**config.mk**
```make
export PLATFORM = sky130hd
export DESIGN_NAME = rename_map
export DESIGN_NICKNAME = d
export VERILOG_FILES = /design/src/rtl/rn_pkg.sv /design/src/rtl/rn_map_table.sv /design/src/rtl/rn_free_list.sv /design/src/rtl/rename_map.sv
export SDC_FILE = /design/constraint.sdc
export NUM_CORES = 1
export LEC_CHECK = 0
export BUFFER_PORTS_ARGS = -buffer_cell sky130_fd_sc_hd__buf_2
export CAP_MARGIN = 20
export CORE_ASPECT_RATIO = 1.25
export CORE_MARGIN = 10
export CORE_UTILIZATION = 58
export DETAILED_ROUTE_END_ITERATION = 8
export PLACE_DENSITY_LB_ADDON = 0.08
export SYNTH_ARGS = -nofsm -noshare
export SYNTH_HDL_FRONTEND = slang
export SYNTH_SLANG_ARGS = --single-unit
```
**constraint.sdc**
```tcl
create_clock -name clk -period 5.55 [get_ports clk]
set_input_delay 0.2775 -clock clk [delete_from_list [all_inputs] [get_ports clk]]
set_output_delay 0.2775 -clock clk [all_outputs]
set_load 0.02 [all_outputs]
```
**src/rtl/rn_pkg.sv**
```systemverilog
package rn_pkg;
  typedef enum logic {
    POOL_INT = 1'b0,
    POOL_FP  = 1'b1
  } pool_e;

  localparam int NUM_POOLS = 2;
endpackage

```
**src/rtl/rn_map_table.sv**
```systemverilog
module rn_map_table #(
  parameter int ARCH_REGS = 32,
  parameter int PHYS_REGS = 48,
  localparam int AW = $clog2(ARCH_REGS),
  localparam int PW = $clog2(PHYS_REGS)
) (
  input  logic          clk,
  input  logic          rst,
  input  logic [AW-1:0] rd_a_idx,
  input  logic [AW-1:0] rd_b_idx,
  output logic [PW-1:0] rd_a_phys,
  output logic [PW-1:0] rd_b_phys,
  input  logic          wr_en,
  input  logic [AW-1:0] wr_idx,
  input  logic [PW-1:0] wr_phys
);
  logic [PW-1:0] map_q [ARCH_REGS];

  // Reads see the table before this cycle's write lands at the edge.
  assign rd_a_phys = map_q[rd_a_idx];
  assign rd_b_phys = map_q[rd_b_idx];

  always_ff @(posedge clk) begin
    if (rst) begin
      for (int i = 0; i < ARCH_REGS; i++) map_q[i] <= PW'(i);
    end else if (wr_en) begin
      map_q[wr_idx] <= wr_phys;
    end
  end
endmodule

```
**src/rtl/rn_free_list.sv**
```systemverilog
module rn_free_list #(
  parameter int ARCH_REGS = 32,
  parameter int PHYS_REGS = 48,
  localparam int PW    = $clog2(PHYS_REGS),
  localparam int CW    = $clog2(PHYS_REGS + 1),
  localparam int DEPTH = PHYS_REGS
) (
  input  logic          clk,
  input  logic          rst,
  input  logic          alloc,
  output logic [PW-1:0] alloc_phys,
  output logic          empty,
  input  logic          rel,
  input  logic [PW-1:0] rel_phys,
  output logic [CW-1:0] recycle_cnt
);
  // Never-used registers come from a counter; returned ones from a FIFO.
  logic [CW-1:0] fresh_q;
  logic          fresh_avail;
  logic [PW-1:0] fifo_mem [DEPTH];
  logic [PW-1:0] rd_ptr_q, wr_ptr_q;
  logic [CW-1:0] cnt_q;
  logic          pop;

  assign fresh_avail = fresh_q < CW'(PHYS_REGS);
  assign empty       = !fresh_avail && (cnt_q == '0);
  assign alloc_phys  = fresh_avail ? fresh_q[PW-1:0] : fifo_mem[rd_ptr_q];
  assign pop         = alloc && !fresh_avail && (cnt_q != '0);
  assign recycle_cnt = cnt_q;

  function automatic logic [PW-1:0] wrap_inc(input logic [PW-1:0] p);
    return (p == PW'(DEPTH - 1)) ? '0 : p + 1'b1;
  endfunction

  always_ff @(posedge clk) begin
    if (rel) fifo_mem[wr_ptr_q] <= rel_phys;
  end

  always_ff @(posedge clk) begin
    if (rst) begin
      fresh_q  <= CW'(ARCH_REGS);
      rd_ptr_q <= '0;
      wr_ptr_q <= '0;
      cnt_q    <= '0;
    end else begin
      if (alloc && fresh_avail) fresh_q <= fresh_q + 1'b1;
      if (pop) rd_ptr_q <= wrap_inc(rd_ptr_q);
      if (rel) wr_ptr_q <= wrap_inc(wr_ptr_q);
      case ({rel, pop})
        2'b10:   cnt_q <= cnt_q + 1'b1;
        2'b01:   cnt_q <= cnt_q - 1'b1;
        default: cnt_q <= cnt_q;
      endcase
    end
  end
endmodule

```
**src/rtl/rename_map.sv**
```systemverilog
module rename_map
  import rn_pkg::*;
#(
  parameter int ARCH_REGS = 32,
  parameter int PHYS_REGS = 48,
  localparam int AW = $clog2(ARCH_REGS),
  localparam int PW = $clog2(PHYS_REGS),
  localparam int CW = $clog2(PHYS_REGS + 1)
) (
  input  logic          clk,
  input  logic          rst,
  input  logic          in_valid,
  output logic          in_ready,
  input  logic          in_fp,
  input  logic [AW-1:0] in_src_a,
  input  logic [AW-1:0] in_src_b,
  input  logic          in_has_dst,
  input  logic [AW-1:0] in_dst,
  input  logic          rel_valid,
  input  logic          rel_fp,
  input  logic [PW-1:0] rel_phys,
  output logic          out_valid,
  output logic          out_fp,
  output logic [PW-1:0] out_phys_a,
  output logic [PW-1:0] out_phys_b,
  output logic          out_has_dst,
  output logic [PW-1:0] out_phys_dst
);
  logic [PW-1:0] look_a     [NUM_POOLS];
  logic [PW-1:0] look_b     [NUM_POOLS];
  logic [PW-1:0] alloc_phys [NUM_POOLS];
  logic          pool_empty [NUM_POOLS];
  logic [CW-1:0] pool_cnt   [NUM_POOLS];
  logic          accept;
  pool_e         sel;

  assign sel      = pool_e'(in_fp);
  assign in_ready = !rst && !pool_empty[sel];
  assign accept   = in_valid && in_ready;

  for (genvar p = 0; p < NUM_POOLS; p++) begin : g_pool
    logic take;
    assign take = accept && in_has_dst && (sel == pool_e'(p));

    rn_map_table #(
      .ARCH_REGS(ARCH_REGS),
      .PHYS_REGS(PHYS_REGS)
    ) u_map (
      .clk      (clk),
      .rst      (rst),
      .rd_a_idx (in_src_a),
      .rd_b_idx (in_src_b),
      .rd_a_phys(look_a[p]),
      .rd_b_phys(look_b[p]),
      .wr_en    (take),
      .wr_idx   (in_dst),
      .wr_phys  (alloc_phys[p])
    );

    rn_free_list #(
      .ARCH_REGS(ARCH_REGS),
      .PHYS_REGS(PHYS_REGS)
    ) u_free (
      .clk        (clk),
      .rst        (rst),
      .alloc      (take),
      .alloc_phys (alloc_phys[p]),
      .empty      (pool_empty[p]),
      .rel        (rel_valid && (pool_e'(rel_fp) == pool_e'(p))),
      .rel_phys   (rel_phys),
      .recycle_cnt(pool_cnt[p])
    );
  end

  always_ff @(posedge clk) begin
    if (rst) begin
      out_valid    <= 1'b0;
      out_fp       <= 1'b0;
      out_phys_a   <= '0;
      out_phys_b   <= '0;
      out_has_dst  <= 1'b0;
      out_phys_dst <= '0;
    end else begin
      out_valid <= accept;
      if (accept) begin
        out_fp       <= in_fp;
        out_phys_a   <= look_a[sel];
        out_phys_b   <= look_b[sel];
        out_has_dst  <= in_has_dst;
        out_phys_dst <= in_has_dst ? alloc_phys[sel] : '0;
      end
    end
  end
endmodule

```
==> After elaboration in Yosys (flattened, before gate mapping) <==
Memory sizes are Yosys's and may differ from the RTL's. A register that Yosys moved wholly into a read port is not among the register bits.
Cells that the tools add are included.
{ "word_totals": {"out_inout_bits": 22, "ff_bits": 69, "ramBits": 960, "inputBits": 28, "latch_bits": 0, "mem_bits_ro": 0, "word_cells": 112, "memories": 4} }
{ "classes": {"n_addsub": 10, "muxes": 43, "bitwise": 3, "magnitude_cmp": 3, "shifts": 0, "n_eq_ne": 8, "n_div": 0, "n_reduce_logical": 27, "n_mul": 0} }
{ "memory_table": {"columns": ["name", "words", "word_bits", "read_ports", "rd_clocked_by_memory_dff", "wr", "line_no", "source"], "rows": [
  ["g_pool[0].u_free.fifo_mem", 48, 6, 1, 1, 1, "rn_free_list.sv:20", "logic [PW-1:0] fifo_mem [DEPTH];"],
  ["g_pool[1].u_free.fifo_mem", 48, 6, 1, 1, 1, "rn_free_list.sv:20", null],
  ["g_pool[0].u_map.map_q", 32, 6, 2, 0, 32, "rn_map_table.sv:17", "logic [PW-1:0] map_q [ARCH_REGS];"],
  ["g_pool[1].u_map.map_q", 32, 6, 2, 0, 32, "rn_map_table.sv:17", null]
]} }
{ "op_table": {"columns": ["op", "n"], "rows": [
  ["6-bit two-way mux", 22],
  ["6-bit by 1-bit adder with 6-bit output (second input constant)", 8],
  ["6-bit equality test (second input constant)", 4],
  ["6-bit case mux with 2 select lines", 2],
  ["1-bit two-way mux", 17],
  ["1-bit logical AND", 15],
  ["6-bit logical NOT", 2],
  ["6-bit less-than comparator (second input constant)", 2],
  ["6-bit nonzero test", 2],
  ["6-bit OR reduction", 2],
  ["6-bit by 1-bit subtractor with 6-bit output (second input constant)", 2],
  ["5-bit two-way mux", 2],
  ["2-bit by 1-bit equality test with 1-bit output (second input constant)", 2],
  ["2-bit equality test (second input constant)", 2],
  ["1-bit logical NOT", 4],
  ["2-bit nonzero test", 2],
  ["2-bit greater-or-equal comparator (second input constant)", 1],
  ["1-bit NOT", 2],
  ["1-bit NOT with 2-bit output", 1]
]} }

==> Longest topological paths before layout <==
{ "depth": {"ltp_word": 16, "mapped_depth": 15, "mapped_depth_nobuf": 13} }

==> Hierarchy <==
Synthesis repeated with hierarchy kept, for this count alone.
{ "unflattened": {"cells_unflattened": 2833, "area_unflattened_um2": 47973.5} }
{ "by_module_without_submodules": {"columns": ["mod", "area_each_um2", "cells_per_inst", "instances"], "rows": [
  ["rn_free_list", 12879.9, 705, 2],
  ["rn_map_table", 10568.9, 659, 2],
  ["rename_map", 1076.0, 105, 1]
]} }

==> Least setup slack after synthesis <==
OpenSTA, ideal clock, no wires.
{ "synth_path": {"kind": "register to register", "startpoint": "register g_pool[1].u_free.cnt_q[1]", "endpoint": "register g_pool[1].u_free.cnt_q[4]", "n_path_buf": 2, "path_slack_ps": 2493, "arrival_time_ps": 2929, "path_stages_with_launch": 13, "required_time_ps": 5422, "period_less_slack_ps": 3057, "path_cell_list": "dfxtp_1 -> clkbuf_1 -> nor4_1 -> a211oi_1 -> ha_1 -> clkbuf_1 -> xor2_1 -> ha_1 -> a21oi_1 -> a32oi_1 -> a21oi_1 -> xnor2_1 -> nor2_1"} }
{ "synth_via": {"elab_chain_len": 14} }
{ "synth_lines": {"columns": ["element", "line_no", "source"], "rows": [
  ["start, declared", "rn_free_list.sv:22", "logic [CW-1:0] cnt_q;"],
  ["start signal, assigned", "rn_free_list.sv:50", "2'b10: cnt_q <= cnt_q + 1'b1;"],
  ["start signal, assigned", "rn_free_list.sv:51", "2'b01: cnt_q <= cnt_q - 1'b1;"],
  ["start signal, assigned", "rn_free_list.sv:52", "default: cnt_q <= cnt_q;"],
  ["6-bit logical NOT", "rn_free_list.sv:26", "assign empty = !fresh_avail && (cnt_q == '0);"],
  ["1-bit logical AND", "rn_free_list.sv:26", null],
  ["1-bit two-way mux (implied by the code) (3 in series)", "rename_map.sv:38", "assign in_ready = !rst && !pool_empty[sel];"],
  ["1-bit logical NOT", "rename_map.sv:38", null],
  ["1-bit logical AND", "rename_map.sv:38", null],
  ["1-bit logical AND", "rename_map.sv:39", "assign accept = in_valid && in_ready;"],
  ["1-bit logical AND (2 in series)", "rename_map.sv:43", "assign take = accept && in_has_dst && (sel == pool_e'(p));"],
  ["1-bit logical AND (2 in series)", "rn_free_list.sv:28", "assign pop = alloc && !fresh_avail && (cnt_q != '0);"],
  ["2-bit by 1-bit equality test with 1-bit output / 2-bit equality test (equally long branches)", "rn_free_list.sv:49", "case ({rel, pop})"],
  ["6-bit case mux with 2 select lines / 2-bit nonzero test (equally long branches)", null, null]
]} }
Parallel ways exist; a longest one is shown, timed or not. The select of a mux whose other input is x is not followed.
A chain may end at the register's enable or synchronous reset.

==> impl_metrics.csv <==
group,metric,value,unit
cts,cts_buffers,98,
min_path,min-delay-start,"rst",
synthesis,synth-edff-count,960,
cts,cts_num_sinks,1041,
finish,fill_cells,5652,
finish,insertedDiodeCount,0,
power_and_ir_drop,ir_drop,0.000350,V
floorplan,die_y,338,um
timing,tightest_slew,1120,ps
drt,first_pass_iters,6,
grt,antenna_found_initial,1,
worst_setup_path,worstPathRequired,5950,ps
grt,overflow,0,
timing,setup_viol,0,
synthesis,yosys_most_used_dff,"edfxtp_1",
finish,post_route_cells_drive_above_1_share,22.6,%
worst_setup_path,reg2regPathDepth,8,
synthesis,synthesis.area_per_instance,16.1,sq um
synthesis,synthesis.nets,2960,
floorplan,placement_rows,116,
min_path,worst_hold_path.num_cells,2,
floorplan,coreArea,80300,sq um
cts,post-cts-setup-buffer-count,0,
finish,final-instance-count-excl-fill,4066,
timing,fmaxAchievable,262,MHz
timing,least_setup_slack_across_all_paths_after_layout,1730,ps
power_and_ir_drop,post-layout-total-power,16.3,mW
synthesis,yosys.cell_types.count,82,
timing,clock_skew,16.0,ps
cts,cts-root-to-sink-buffers,3,
drt,detailroute.via_count,26468,
drt,via_count_normalized_by_instance_count,6.51,
drt,drc_errors,0,
worst_setup_path,crit_path_start_kind,"flip-flop",
timing,setup_tns,0,ps
grt,gr-usage-all-layers,25.8,%
drt,drtIter0Drc,2721,
drt,wl,119,mm
cts,cts_htree_levels,3,
placement,place_area,48100,sq um
worst_setup_path,rr_endpoint,"g_pool[1].u_map.map_q[13][3]",
finish,final_core_utilization,64.0,%
grt,grt_pass1_vias,27295,
cts,cts.clk_slew.worst_paths,60,ps
timing,period_share,68.8,%
placement,hpwl,81.4,mm
timing,hold_violations,0,
worst_setup_path,crit_path_max_fanout,46,
placement,post-place-cells,3878,
cts,ctsRootBufferMaster,"clkbuf_16",
placement,numPortBuffers,49,
run,cap_violations,0,
timing,maxSlewViolCount,0,
synthesis,ys_seq_area_share,64.7,%
synthesis,synth_cells,2920,
synthesis,synth_warnings,0,
outcome,status,"completed",
power_and_ir_drop,power_leakage,15.9,nW
synthesis,ys_seq_elements,1041,
power_and_ir_drop,power.density_cell_area,318,nW/um^2
finish,areaGrowthSynthToFinish,9.25,%
finish,final_nets,2960,
grt,grt_start_max_net_pins,97,
timing,fin_crit,3820,ps
synthesis,syn-cell-area,47000,sq um
placement,routability_congestion,0.925,
grt,grt_pass1_wl,178,mm
min_path,worstHoldPathType,"input port to flip-flop",
drt,detail-route-antenna-nets,0,
min_path,whs_endpoint,"g_pool[1].u_free.wr_ptr_q[2]",
cts,cts_tree,"yes",
worst_setup_path,worstSetupPathType,"flip-flop to flip-flop",
floorplan,dieArea,92900,sq um
placement,pre_cts_ws,1700,ps
finish,stdcell_area,51400,sq um
drt,routedWlPerCell,29.2,um
cts,insertion_delay,680,ps
timing,worst_hold_slack,93.8,ps
timing,rsz0062_at_grt,"false",
worst_setup_path,setup_slack_on_the_worst_flop_to_flop_path,1730,ps
worst_setup_path,cp_data_arrival_time,4220,ps
floorplan,initial_utilization,58.6,%
synthesis,async_reset_ff_share,0,%
floorplan,die_w,275,um
timing,worst_slew_margin_rel,24.1,%
worst_setup_path,timing.critical_path.to_type,"flip-flop",
floorplan,ios,50,
==> placed cells by master (no fill, tap or decap), drive strengths merged, types with 44 or more instances in the layout <==
master / count
buf: 95
nand2: 310
dfxtp: 81
nand3: 44
clkbuf: 134
mux2i: 57
nand2b: 59
edfxtp: 960
nor2: 427
mux4: 384
==> cell type report <==
cell class              count  area, sq um  share of cell area [%]
repair buffers             97          701                    1.36
flip-flops and latches   1041        30500                    59.3
clock buffers             134         2730                    5.32
inverters                  13         48.8                  0.0950
multi-input cells        1669        15600                    30.3
clock inverters            50          519                    1.01
well taps                1062         1330                    2.59
==> critical path: stages, from the launching register on <==
cell,delay [ps]
dfxtp_4,870
buf_4,380
mux4_2,540
mux4_2,460
nand2b_1,150
and3_1,230
a221oi_4,230
buf_4,450
nand2_1,130
==> Yosys cell counts (13+ instances only) <==
library cell	number	area share, %
edfxtp_1	960	61
nor2_1	418	3.3
mux4_2	364	17
nand2_1	310	2.5
clkbuf_1	103	0.82
dfxtp_1	81	3.4
nand2b_1	59	0.78
mux2i_1	55	1.2
buf_2	50	0.53
nand3_1	44	0.47
nor3_1	40	0.43
a22oi_1	33	0.53
a21oi_1	28	0.30
buf_4	25	0.40
nor2b_1	25	0.33
or2_2	24	0.32
mux4_1	20	1.1
o21ai_0	19	0.20
xor2_1	19	0.35
o211ai_1	13	0.21
==> worst max path at each step <==
stage	from	end	slack [ps]	cells past startpoint
after floorplan	g_pool[1].u_free.recycle_cnt[1]	g_pool[1].u_free.recycle_cnt[4]	2490	12
after global placement	flip-flop	g_pool[1].u_map.map_q[10][3]	1760	8
after detailed placement	flip-flop	g_pool[1].u_map.map_q[13][3]	1700	8
after CTS	flip-flop	g_pool[1].u_map.map_q[13][3]	1670	8
after global routing	flip-flop	g_pool[1].u_map.map_q[31][3]	1520	8
final	flip-flop	g_pool[1].u_map.map_q[13][3]	1730	8
==> registers in the layout, indices dropped and copies added, names as in the netlist, named ones only <==
signal	flops
g_pool.u_free.fifo_mem	576
g_pool.u_map.map_q	384
g_pool.u_free.fresh_q	12
g_pool.u_free.rd_ptr_q	12
g_pool.u_free.recycle_cnt	12
g_pool.u_free.wr_ptr_q	12
out_phys_a	6
out_phys_b	6
out_phys_dst	6
out_fp	1
out_has_dst	1
out_valid	1
==> metal layers <==
layer | wire (um) | track usage, %
met1 | 43000 | 31.7
met5 | 13 | 0
met4 | 6260 | 13.1
met2 | 62200 | 44.4
met3 | 7360 | 3.22
==> cell families (layout without fill, tap and decap cells) <==
logic type / count (synthesis) / in the layout / synth area share (%)
flops: 1041 / 1041 / 64.7
mux: 449 / 449 / 20.0
compound gates: 162 / 162 / 2.60
buf+inv: 210 / 294 / 2.19
fa+ha+maj: 12 / 12 / 0.319
xor+xnor: 31 / 31 / 0.577
simple gates: 1015 / 1015 / 9.58
==> power by group <==
part / internal, mW / total [mW] / switching (mW)
clock network: 3.88 / 6.78 / 2.90
logic: 0.329 / 0.835 / 0.506
registers: 8.66 / 8.73 / 0.0624
==> timing repair <==
item                      in CTS  in global routing
gates resized for setup        0                  0
hold endpoints to repair       2                  0
hold buffers                   2                  0
Note: power is estimated with default switching activity, not from simulation.
